===== src/rtl/ep_halt_pkg.sv =====
package ep_halt_pkg;

  typedef enum logic [1:0] {
    HS_ACK   = 2'b00,
    HS_NAK   = 2'b01,
    HS_STALL = 2'b10
  } hs_code_e;

  // Handshake choice for one addressed endpoint.
  function automatic hs_code_e hs_pick(input logic stalled, input logic ready);
    if (stalled)    return HS_STALL;
    else if (ready) return HS_ACK;
    else            return HS_NAK;
  endfunction

  // Next value of one endpoint's halt bit.
  // A release lands on the software bit; a set and a stall sent by software both force it on.
  function automatic logic halt_next(input logic cur, input logic set_req,
                                     input logic clr_req, input logic sw_bit,
                                     input logic stall_by_sw);
    logic n;
    n = cur;
    if (clr_req)     n = sw_bit;
    if (set_req)     n = 1'b1;
    if (stall_by_sw) n = 1'b1;
    return n;
  endfunction

endpackage


===== src/rtl/ep_sw_stall_reg.sv =====
module ep_sw_stall_reg #(
  parameter int NUM_EP = 6
) (
  input  logic              clk,
  input  logic              rst_n,
  input  logic              soft_rst,
  input  logic              auto_clr_en,
  input  logic              wr_en,
  input  logic [NUM_EP-1:0] wr_bits,
  input  logic              rd_en,
  input  logic [NUM_EP-1:0] stall_sent,
  output logic [NUM_EP-1:0] sw_q
);

  logic [NUM_EP-1:0] arm_q;      // bit was read as 0 since the last write
  logic [NUM_EP-1:0] wr_accept;  // named event: write changes this bit
  logic [NUM_EP-1:0] wr_val;

  for (genvar k = 0; k < NUM_EP; k++) begin : g_bit
    always_comb begin
      wr_accept[k] = wr_en && (auto_clr_en ? (wr_bits[k] && arm_q[k]) : 1'b1);
      wr_val[k]    = auto_clr_en ? 1'b1 : wr_bits[k];
    end

    always_ff @(posedge clk or negedge rst_n) begin
      if (!rst_n)                            sw_q[k] <= 1'b0;
      else if (soft_rst)                     sw_q[k] <= 1'b0;
      else if (wr_accept[k])                 sw_q[k] <= wr_val[k];
      else if (auto_clr_en && stall_sent[k]) sw_q[k] <= 1'b0;
    end

    always_ff @(posedge clk or negedge rst_n) begin
      if (!rst_n)                     arm_q[k] <= 1'b0;
      else if (soft_rst)              arm_q[k] <= 1'b0;
      else if (wr_en)                 arm_q[k] <= 1'b0;
      else if (rd_en && !sw_q[k])     arm_q[k] <= 1'b1;
    end

    // stall sent in auto mode drops the software bit
    p_auto_clear_r8: assert property (@(posedge clk) disable iff (!rst_n)
      (auto_clr_en && stall_sent[k] && !wr_en && !soft_rst) |=> !sw_q[k]);

    // an unarmed or zero write in auto mode changes nothing
    p_unarmed_hold_r9: assert property (@(posedge clk) disable iff (!rst_n)
      (auto_clr_en && wr_en && !(wr_bits[k] && arm_q[k]) && !stall_sent[k] && !soft_rst)
      |=> sw_q[k] == $past(sw_q[k]));

    // direct mode write lands as written
    p_direct_write_r3: assert property (@(posedge clk) disable iff (!rst_n)
      (!auto_clr_en && wr_en && !soft_rst) |=> sw_q[k] == $past(wr_bits[k]));

    // function reset clears the bit
    p_soft_reset_r1: assert property (@(posedge clk) disable iff (!rst_n)
      soft_rst |=> !sw_q[k]);
  end

endmodule


===== src/rtl/ep_halt_track.sv =====
module ep_halt_track
  import ep_halt_pkg::*;
#(
  parameter int NUM_EP = 6,
  parameter int IDX_W  = 3
) (
  input  logic              clk,
  input  logic              rst_n,
  input  logic              soft_rst,
  input  logic              host_vld,
  input  logic              host_set,
  input  logic [IDX_W-1:0]  host_ep,
  input  logic [NUM_EP-1:0] sw_q,
  input  logic [NUM_EP-1:0] stall_sent,
  output logic [NUM_EP-1:0] halt_q
);

  logic [NUM_EP-1:0] set_req;  // named event: SetFeature for endpoint k
  logic [NUM_EP-1:0] clr_req;  // named event: ClearFeature for endpoint k

  for (genvar k = 0; k < NUM_EP; k++) begin : g_ep
    always_comb begin
      set_req[k] = host_vld &&  host_set && (host_ep == IDX_W'(k));
      clr_req[k] = host_vld && !host_set && (host_ep == IDX_W'(k));
    end

    always_ff @(posedge clk or negedge rst_n) begin
      if (!rst_n)        halt_q[k] <= 1'b0;
      else if (soft_rst) halt_q[k] <= 1'b0;
      else               halt_q[k] <= halt_next(halt_q[k], set_req[k], clr_req[k],
                                                sw_q[k], stall_sent[k]);
    end

    // SetFeature sets halt
    p_set_feature_r5: assert property (@(posedge clk) disable iff (!rst_n)
      (set_req[k] && !soft_rst) |=> halt_q[k]);

    // ClearFeature releases halt when software bit is clear and no stall is sent
    p_clear_release_r5: assert property (@(posedge clk) disable iff (!rst_n)
      (clr_req[k] && !sw_q[k] && !stall_sent[k]) |=> !halt_q[k]);

    // ClearFeature cannot release while software bit is set
    p_clear_blocked_r7: assert property (@(posedge clk) disable iff (!rst_n)
      (clr_req[k] && sw_q[k] && !soft_rst) |=> halt_q[k]);

    // STALL sent on software bit forces halt on
    p_stall_sets_halt_r6: assert property (@(posedge clk) disable iff (!rst_n)
      (stall_sent[k] && !soft_rst) |=> halt_q[k]);
  end

endmodule


===== src/rtl/ep_hs_select.sv =====
module ep_hs_select
  import ep_halt_pkg::*;
#(
  parameter int NUM_EP = 6,
  parameter int IDX_W  = 3
) (
  input  logic              clk,
  input  logic              rst_n,
  input  logic              tok_vld,
  input  logic [IDX_W-1:0]  tok_ep,
  input  logic              data_ready,
  input  logic [NUM_EP-1:0] sw_q,
  input  logic [NUM_EP-1:0] halt_q,
  output logic [NUM_EP-1:0] stall_sent,
  output logic              hs_vld,
  output hs_code_e          hs_code
);

  logic [NUM_EP-1:0] tok_hit;    // one-hot addressed endpoint, zero when out of range
  logic              tok_stall;  // named event: addressed endpoint is stalled

  for (genvar k = 0; k < NUM_EP; k++) begin : g_hit
    assign tok_hit[k] = tok_vld && (tok_ep == IDX_W'(k));
  end

  assign tok_stall  = |(tok_hit & (sw_q | halt_q));
  assign stall_sent = tok_hit & sw_q;

  always_ff @(posedge clk or negedge rst_n) begin
    if (!rst_n) begin
      hs_vld  <= 1'b0;
      hs_code <= HS_ACK;
    end else begin
      hs_vld <= tok_vld;
      if (tok_vld) hs_code <= hs_pick(tok_stall, data_ready);
    end
  end

  // stalled endpoint answers STALL one cycle later
  p_stall_answer_r4: assert property (@(posedge clk) disable iff (!rst_n)
    (tok_vld && tok_stall) |=> (hs_vld && hs_code == HS_STALL));

  // running endpoint answers ACK/NAK by readiness
  p_normal_answer_r4: assert property (@(posedge clk) disable iff (!rst_n)
    (tok_vld && !tok_stall) |=> (hs_vld && hs_code == (data_ready ? HS_ACK : HS_NAK)));

  // no handshake without a token
  p_idle_quiet_r4: assert property (@(posedge clk) disable iff (!rst_n)
    !tok_vld |=> !hs_vld);

  // token ids beyond the endpoint count never hit
  p_range_r10: assert property (@(posedge clk) disable iff (!rst_n)
    (int'(tok_ep) >= NUM_EP) |-> (tok_hit == '0));

endmodule


===== src/rtl/ep_halt_ctrl.sv =====
module ep_halt_ctrl
  import ep_halt_pkg::*;
#(
  parameter int NUM_EP  = 6,
  parameter int REG_W   = 8,
  parameter int BIT_OFS = 1
) (
  input  logic             clk,
  input  logic             rst_n,
  input  logic             soft_rst,
  input  logic             auto_clr_en,
  input  logic             cpu_wr,
  input  logic [REG_W-1:0] cpu_wdata,
  input  logic             cpu_rd,
  output logic [REG_W-1:0] cpu_rdata,
  input  logic             host_vld,
  input  logic             host_set,
  input  logic [2:0]       host_ep,
  input  logic             tok_vld,
  input  logic [2:0]       tok_ep,
  input  logic             data_ready,
  output logic             hs_vld,
  output logic [1:0]       hs_code
);

  localparam int IDX_W = 3;
  localparam logic [REG_W-1:0] FIELD_MASK = REG_W'(((1 << NUM_EP) - 1) << BIT_OFS);

  logic [NUM_EP-1:0] sw_q;
  logic [NUM_EP-1:0] halt_q;
  logic [NUM_EP-1:0] stall_sent;
  logic [NUM_EP-1:0] wr_bits;
  logic              wr_rsvd_touch;  // named event: write hits a reserved position
  hs_code_e          hs_code_e_q;

  assign wr_bits       = cpu_wdata[BIT_OFS +: NUM_EP];
  assign wr_rsvd_touch = cpu_wr && |(cpu_wdata & ~FIELD_MASK);

  always_comb begin
    cpu_rdata = '0;
    cpu_rdata[BIT_OFS +: NUM_EP] = sw_q;
  end

  ep_sw_stall_reg #(.NUM_EP(NUM_EP)) u_sw (
    .clk(clk), .rst_n(rst_n), .soft_rst(soft_rst), .auto_clr_en(auto_clr_en),
    .wr_en(cpu_wr), .wr_bits(wr_bits), .rd_en(cpu_rd),
    .stall_sent(stall_sent), .sw_q(sw_q)
  );

  ep_halt_track #(.NUM_EP(NUM_EP), .IDX_W(IDX_W)) u_halt (
    .clk(clk), .rst_n(rst_n), .soft_rst(soft_rst),
    .host_vld(host_vld), .host_set(host_set), .host_ep(host_ep),
    .sw_q(sw_q), .stall_sent(stall_sent), .halt_q(halt_q)
  );

  ep_hs_select #(.NUM_EP(NUM_EP), .IDX_W(IDX_W)) u_hs (
    .clk(clk), .rst_n(rst_n), .tok_vld(tok_vld), .tok_ep(tok_ep),
    .data_ready(data_ready), .sw_q(sw_q), .halt_q(halt_q),
    .stall_sent(stall_sent), .hs_vld(hs_vld), .hs_code(hs_code_e_q)
  );

  assign hs_code = hs_code_e_q;

  // reserved positions read zero on any read
  p_reserved_read_r2: assert property (@(posedge clk) disable iff (!rst_n)
    cpu_rd |-> ((cpu_rdata & ~FIELD_MASK) == '0));

  // a write touching reserved bits leaves them reading zero
  p_reserved_write_r2: assert property (@(posedge clk) disable iff (!rst_n)
    wr_rsvd_touch |=> ((cpu_rdata & ~FIELD_MASK) == '0));

endmodule


===== config.mk =====
export PLATFORM = sky130hd
export DESIGN_NAME = ep_halt_ctrl
export DESIGN_NICKNAME = d
export VERILOG_FILES = /design/src/rtl/ep_halt_pkg.sv /design/src/rtl/ep_sw_stall_reg.sv /design/src/rtl/ep_halt_track.sv /design/src/rtl/ep_hs_select.sv /design/src/rtl/ep_halt_ctrl.sv
export SDC_FILE = /design/constraint.sdc
export NUM_CORES = 1
export LEC_CHECK = 0
export BUFFER_PORTS_ARGS = -buffer_cell sky130_fd_sc_hd__buf_2
export CORE_MARGIN = 5
export CORE_UTILIZATION = 25
export CTS_CLUSTER_DIAMETER = 120
export DETAILED_ROUTE_END_ITERATION = 10
export HOLD_SLACK_MARGIN = 0.02
export SLEW_MARGIN = 20
export SYNTH_ARGS = -nofsm -noshare
export SYNTH_HDL_FRONTEND = slang
export SYNTH_SLANG_ARGS = --single-unit

===== constraint.sdc =====
create_clock -name clk -period 1.7 [get_ports clk]
set_input_delay 0.425 -clock clk [delete_from_list [all_inputs] [get_ports clk]]
set_output_delay 0.425 -clock clk [all_outputs]
set_load 0.01 [all_outputs]

==> run_results.csv <==
group,metric,value,unit
run_status,status,"completed",
flow_run,drv_cap,0,
yosys,synthAdderAreaFrac,0,%
yosys,yosysSeqAreaShare,45.3,%
global_routing,grtUsageTotal,10.2,%
global_routing,grt_max_degree,22,
yosys,ys.flop_type,"dfrtp_1",
sta,clock_skew,0.00239,ns
place,io_buffers,30,
clock_network,cts_tree,"built",
route,drc_errors,0,
die,num_rows,24,
clock_network,ctsHtreeMaxLevel,1,
die,core,0.00444,mm²
power,power_density,757,mW/mm²
place,dp_hpwl,2.34,mm
finish,antenna_cells,0,
clock_network,cts_sinks,21,
yosys,yosysWarnings,0,
clock_network,clockRootBuffer,"clkbuf_8",
finish,drive_gt1_share,27.8,%
route,antenna_left,0,
setup_path,crit_slowest_cell,"or4b_1",
die,die_width,78.2,µm
sta,setup_viol,0,
power,pwr-share-comb,17.4,%
sta,final.period_utilization,79.6,%
clock_network,post-cts-setup-buffer-count,0,
route,drt_iter0_markers,63,
route,post_drt_wl_per_cell,15.0,µm
global_routing,grt_pass1_vias,1006,
finish,final_util,31.6,%
power,pwr-share-seq,51.3,%
setup_path,rr_worst_depth,3,
yosys,synth_commonest_cells,"dfrtp_1 (21), nor2_1 (13), a21oi_1 (12)",
sta,rsz0062_at_grt,"no",
route,dr.pass1.iters,4,
yosys,avgSynthCellArea,9.68,µm²
clock_network,path_clk_slew,0.08,ns
global_routing,grt_first_pass_wirelength,5.01,mm
yosys,synthTopCellsByArea,"dfrtp_1 (45%), a21oi_1 (5.2%), a32oi_1 (4.5%), nor2_1 (4.2%), a311oi_1 (3.8%)",
finish,ff_latch_area,526,µm²
route,via_count,1040,
power,pwr-share-clk,31.3,%
power,ir_worst_vdd,0.392,mV
sta,hold_viol,0,
setup_path,cpPeakStageDelay,0.58,ns
yosys,synth-xor-area-share,0,%
hold_path,min_path_type,"in2async",
die,die_h,78.2,µm
setup_path,cp.arrival,1.51,ns
route,wirelength,3.06,mm
sta,setup_tns,0,ns
clock_network,hold_buffers,0,
clock_network,clock_tree.buffer_depth,2,
route,vias_per_cell,5.12,
yosys,muxShareOfSynthArea,0,%
power,switching_share,27.3,%
global_routing,grt-ovfl-total,0,
global_routing,antenna_found_initial,0,
place,gp_congestion,0.757,
yosys,synth_top_area_cell,"dfrtp_1",
setup_path,setup.worst_path.end_class,"flop",
die,io_pins,35,
yosys,mappedNetlistArea,0.00116,mm²
yosys,yosys.cell_types.count,32,
clock_network,numCtsBuffers,3,
sta,slew_viol_final,0,
finish,fin_nets,176,
finish,area_growth,21.1,%
setup_path,cp_max_fo,8,
setup_path,r2r_start,"u_sw.sw_q[3]$_DFFE_PN0P_",
setup_path,reg2reg_slack,0.38,ns
setup_path,criticalPathCategory,"in2reg",
sta,clock.fmax,739,MHz
die,start_util,26.1,%
yosys,yosys.cell_count.top_type,"dfrtp_1",
yosys,synthSimpleGateAreaFrac,26.3,%
die,die-area,0.00611,mm²
power,power_switching,291,µW
setup_path,worstPathCellList,"buf_2 -> or4b_1 -> o22a_1 -> and3_1",
yosys,syn_inst,120,
power,p_total,1060,µW
yosys,synth_edf_count,0,
yosys,synth_compound_area_share,22.3,%
yosys,ys_ff_latch,21,
power,p_int,774,µW
yosys,async_reset_ff_share,100,%
yosys,yosys.area.top_type_share,45.3,%
sta,finalCriticalPeriod,1.35,ns
clock_network,cts_resized,0,
setup_path,timing.rr.end,"u_hs.hs_code[1]$_DFFE_PN0P_",
power,leakage,0.000617,µW
setup_path,required,1.86,ns
setup_path,crit_path_start_kind,"primary input",
finish,multi_input_area,572,µm²
yosys,synth_top_family_by_area,"simple AND/OR/NAND/NOR gates",
clock_network,clkLatencyLatePin,0.26,ns
finish,fillers,485,
[registers in the layout, indices dropped and copies added (netlist names)]
| name | count |
|---|---|
| u_halt.halt_q | 6 |
| u_sw.arm_q | 6 |
| u_sw.sw_q | 6 |
| u_hs.hs_code | 2 |
| u_hs.hs_vld | 1 |
[layout make-up]
cell class	count	area share, %
repair buffers	32	11.7
well taps	52	4.63
multi-input cells	85	40.7
flip-flops and latches	21	37.4
inverters	9	2.40
clock buffers	4	3.20
[layout by cell type (no fill, tap or decap), drive strengths merged, types with 5 or more instances in the layout]
cell type / instances
a32oi: 6
a311oi: 5
dfrtp: 21
nand2b: 8
buf: 32
a21oi: 12
nor2: 13
nand3: 5
inv: 9
[metrics by stage]
stage                     std cells  worst slack, ns  hold slack (ns)  instance area [µm²]
after CTS                       203            0.357            0.129                 1410
after global routing            203            0.311            0.141                 1410
after detailed placement        199           0.0767            0.421                 1360
final                           203            0.347            0.116                 1410
after floorplan                 121            0.267            0.129                 1160
after global placement          199            0.108            0.417                 1360
[critical path, delay by kind of cell]
kind	cells	cell delay (ns)
compound gates	1	0.22
simple gates	2	0.73
buf+inv	1	0.13
[cells by family after synthesis]
| logic type | after synthesis |
|---|---|
| compound gates | 34 |
| buf+inv | 15 |
| flops | 21 |
| other cells | 1 |
| simple gates | 49 |
[worst max-delay path by stage]
stage	to	from	cells after the start	slack [ns]
after floorplan	u_hs.hs_code[0]$_DFFE_PN0P_	tok_vld	4	0.27
after global placement	u_hs.hs_code[0]$_DFFE_PN0P_	tok_ep[1]	4	0.11
after detailed placement	u_hs.hs_code[0]$_DFFE_PN0P_	tok_ep[1]	4	0.08
after CTS	u_hs.hs_code[0]$_DFFE_PN0P_	tok_ep[1]	4	0.36
after global routing	u_hs.hs_code[1]$_DFFE_PN0P_	u_sw.sw_q[3]$_DFFE_PN0P_	3	0.31
final	u_hs.hs_code[0]$_DFFE_PN0P_	tok_ep[1]	4	0.35
[metal layers]
metal / vias to the layer above / GRT usage (%) / part of all wire (%)
met2: 44 / 15.2 / 43
met3: 5 / 3.32 / 8.3
met5: - / 0 / 0
met1: 480 / 14.1 / 47
met4: 0 / 3.32 / 1.1
li1: 511 / - / -
[power groups by stage]
stage | sequential, µW | clock, µW | combinational, µW
2_1_floorplan | 558 | 0 | 99.1
3_3_place_gp | 555 | 0 | 186
3_5_place_dp | 556 | 0 | 186
4_1_cts | 546 | 352 | 187
5_1_grt | 550 | 376 | 205
6_report | 546 | 333 | 185
Note: power is estimated with default switching activity, not from simulation.
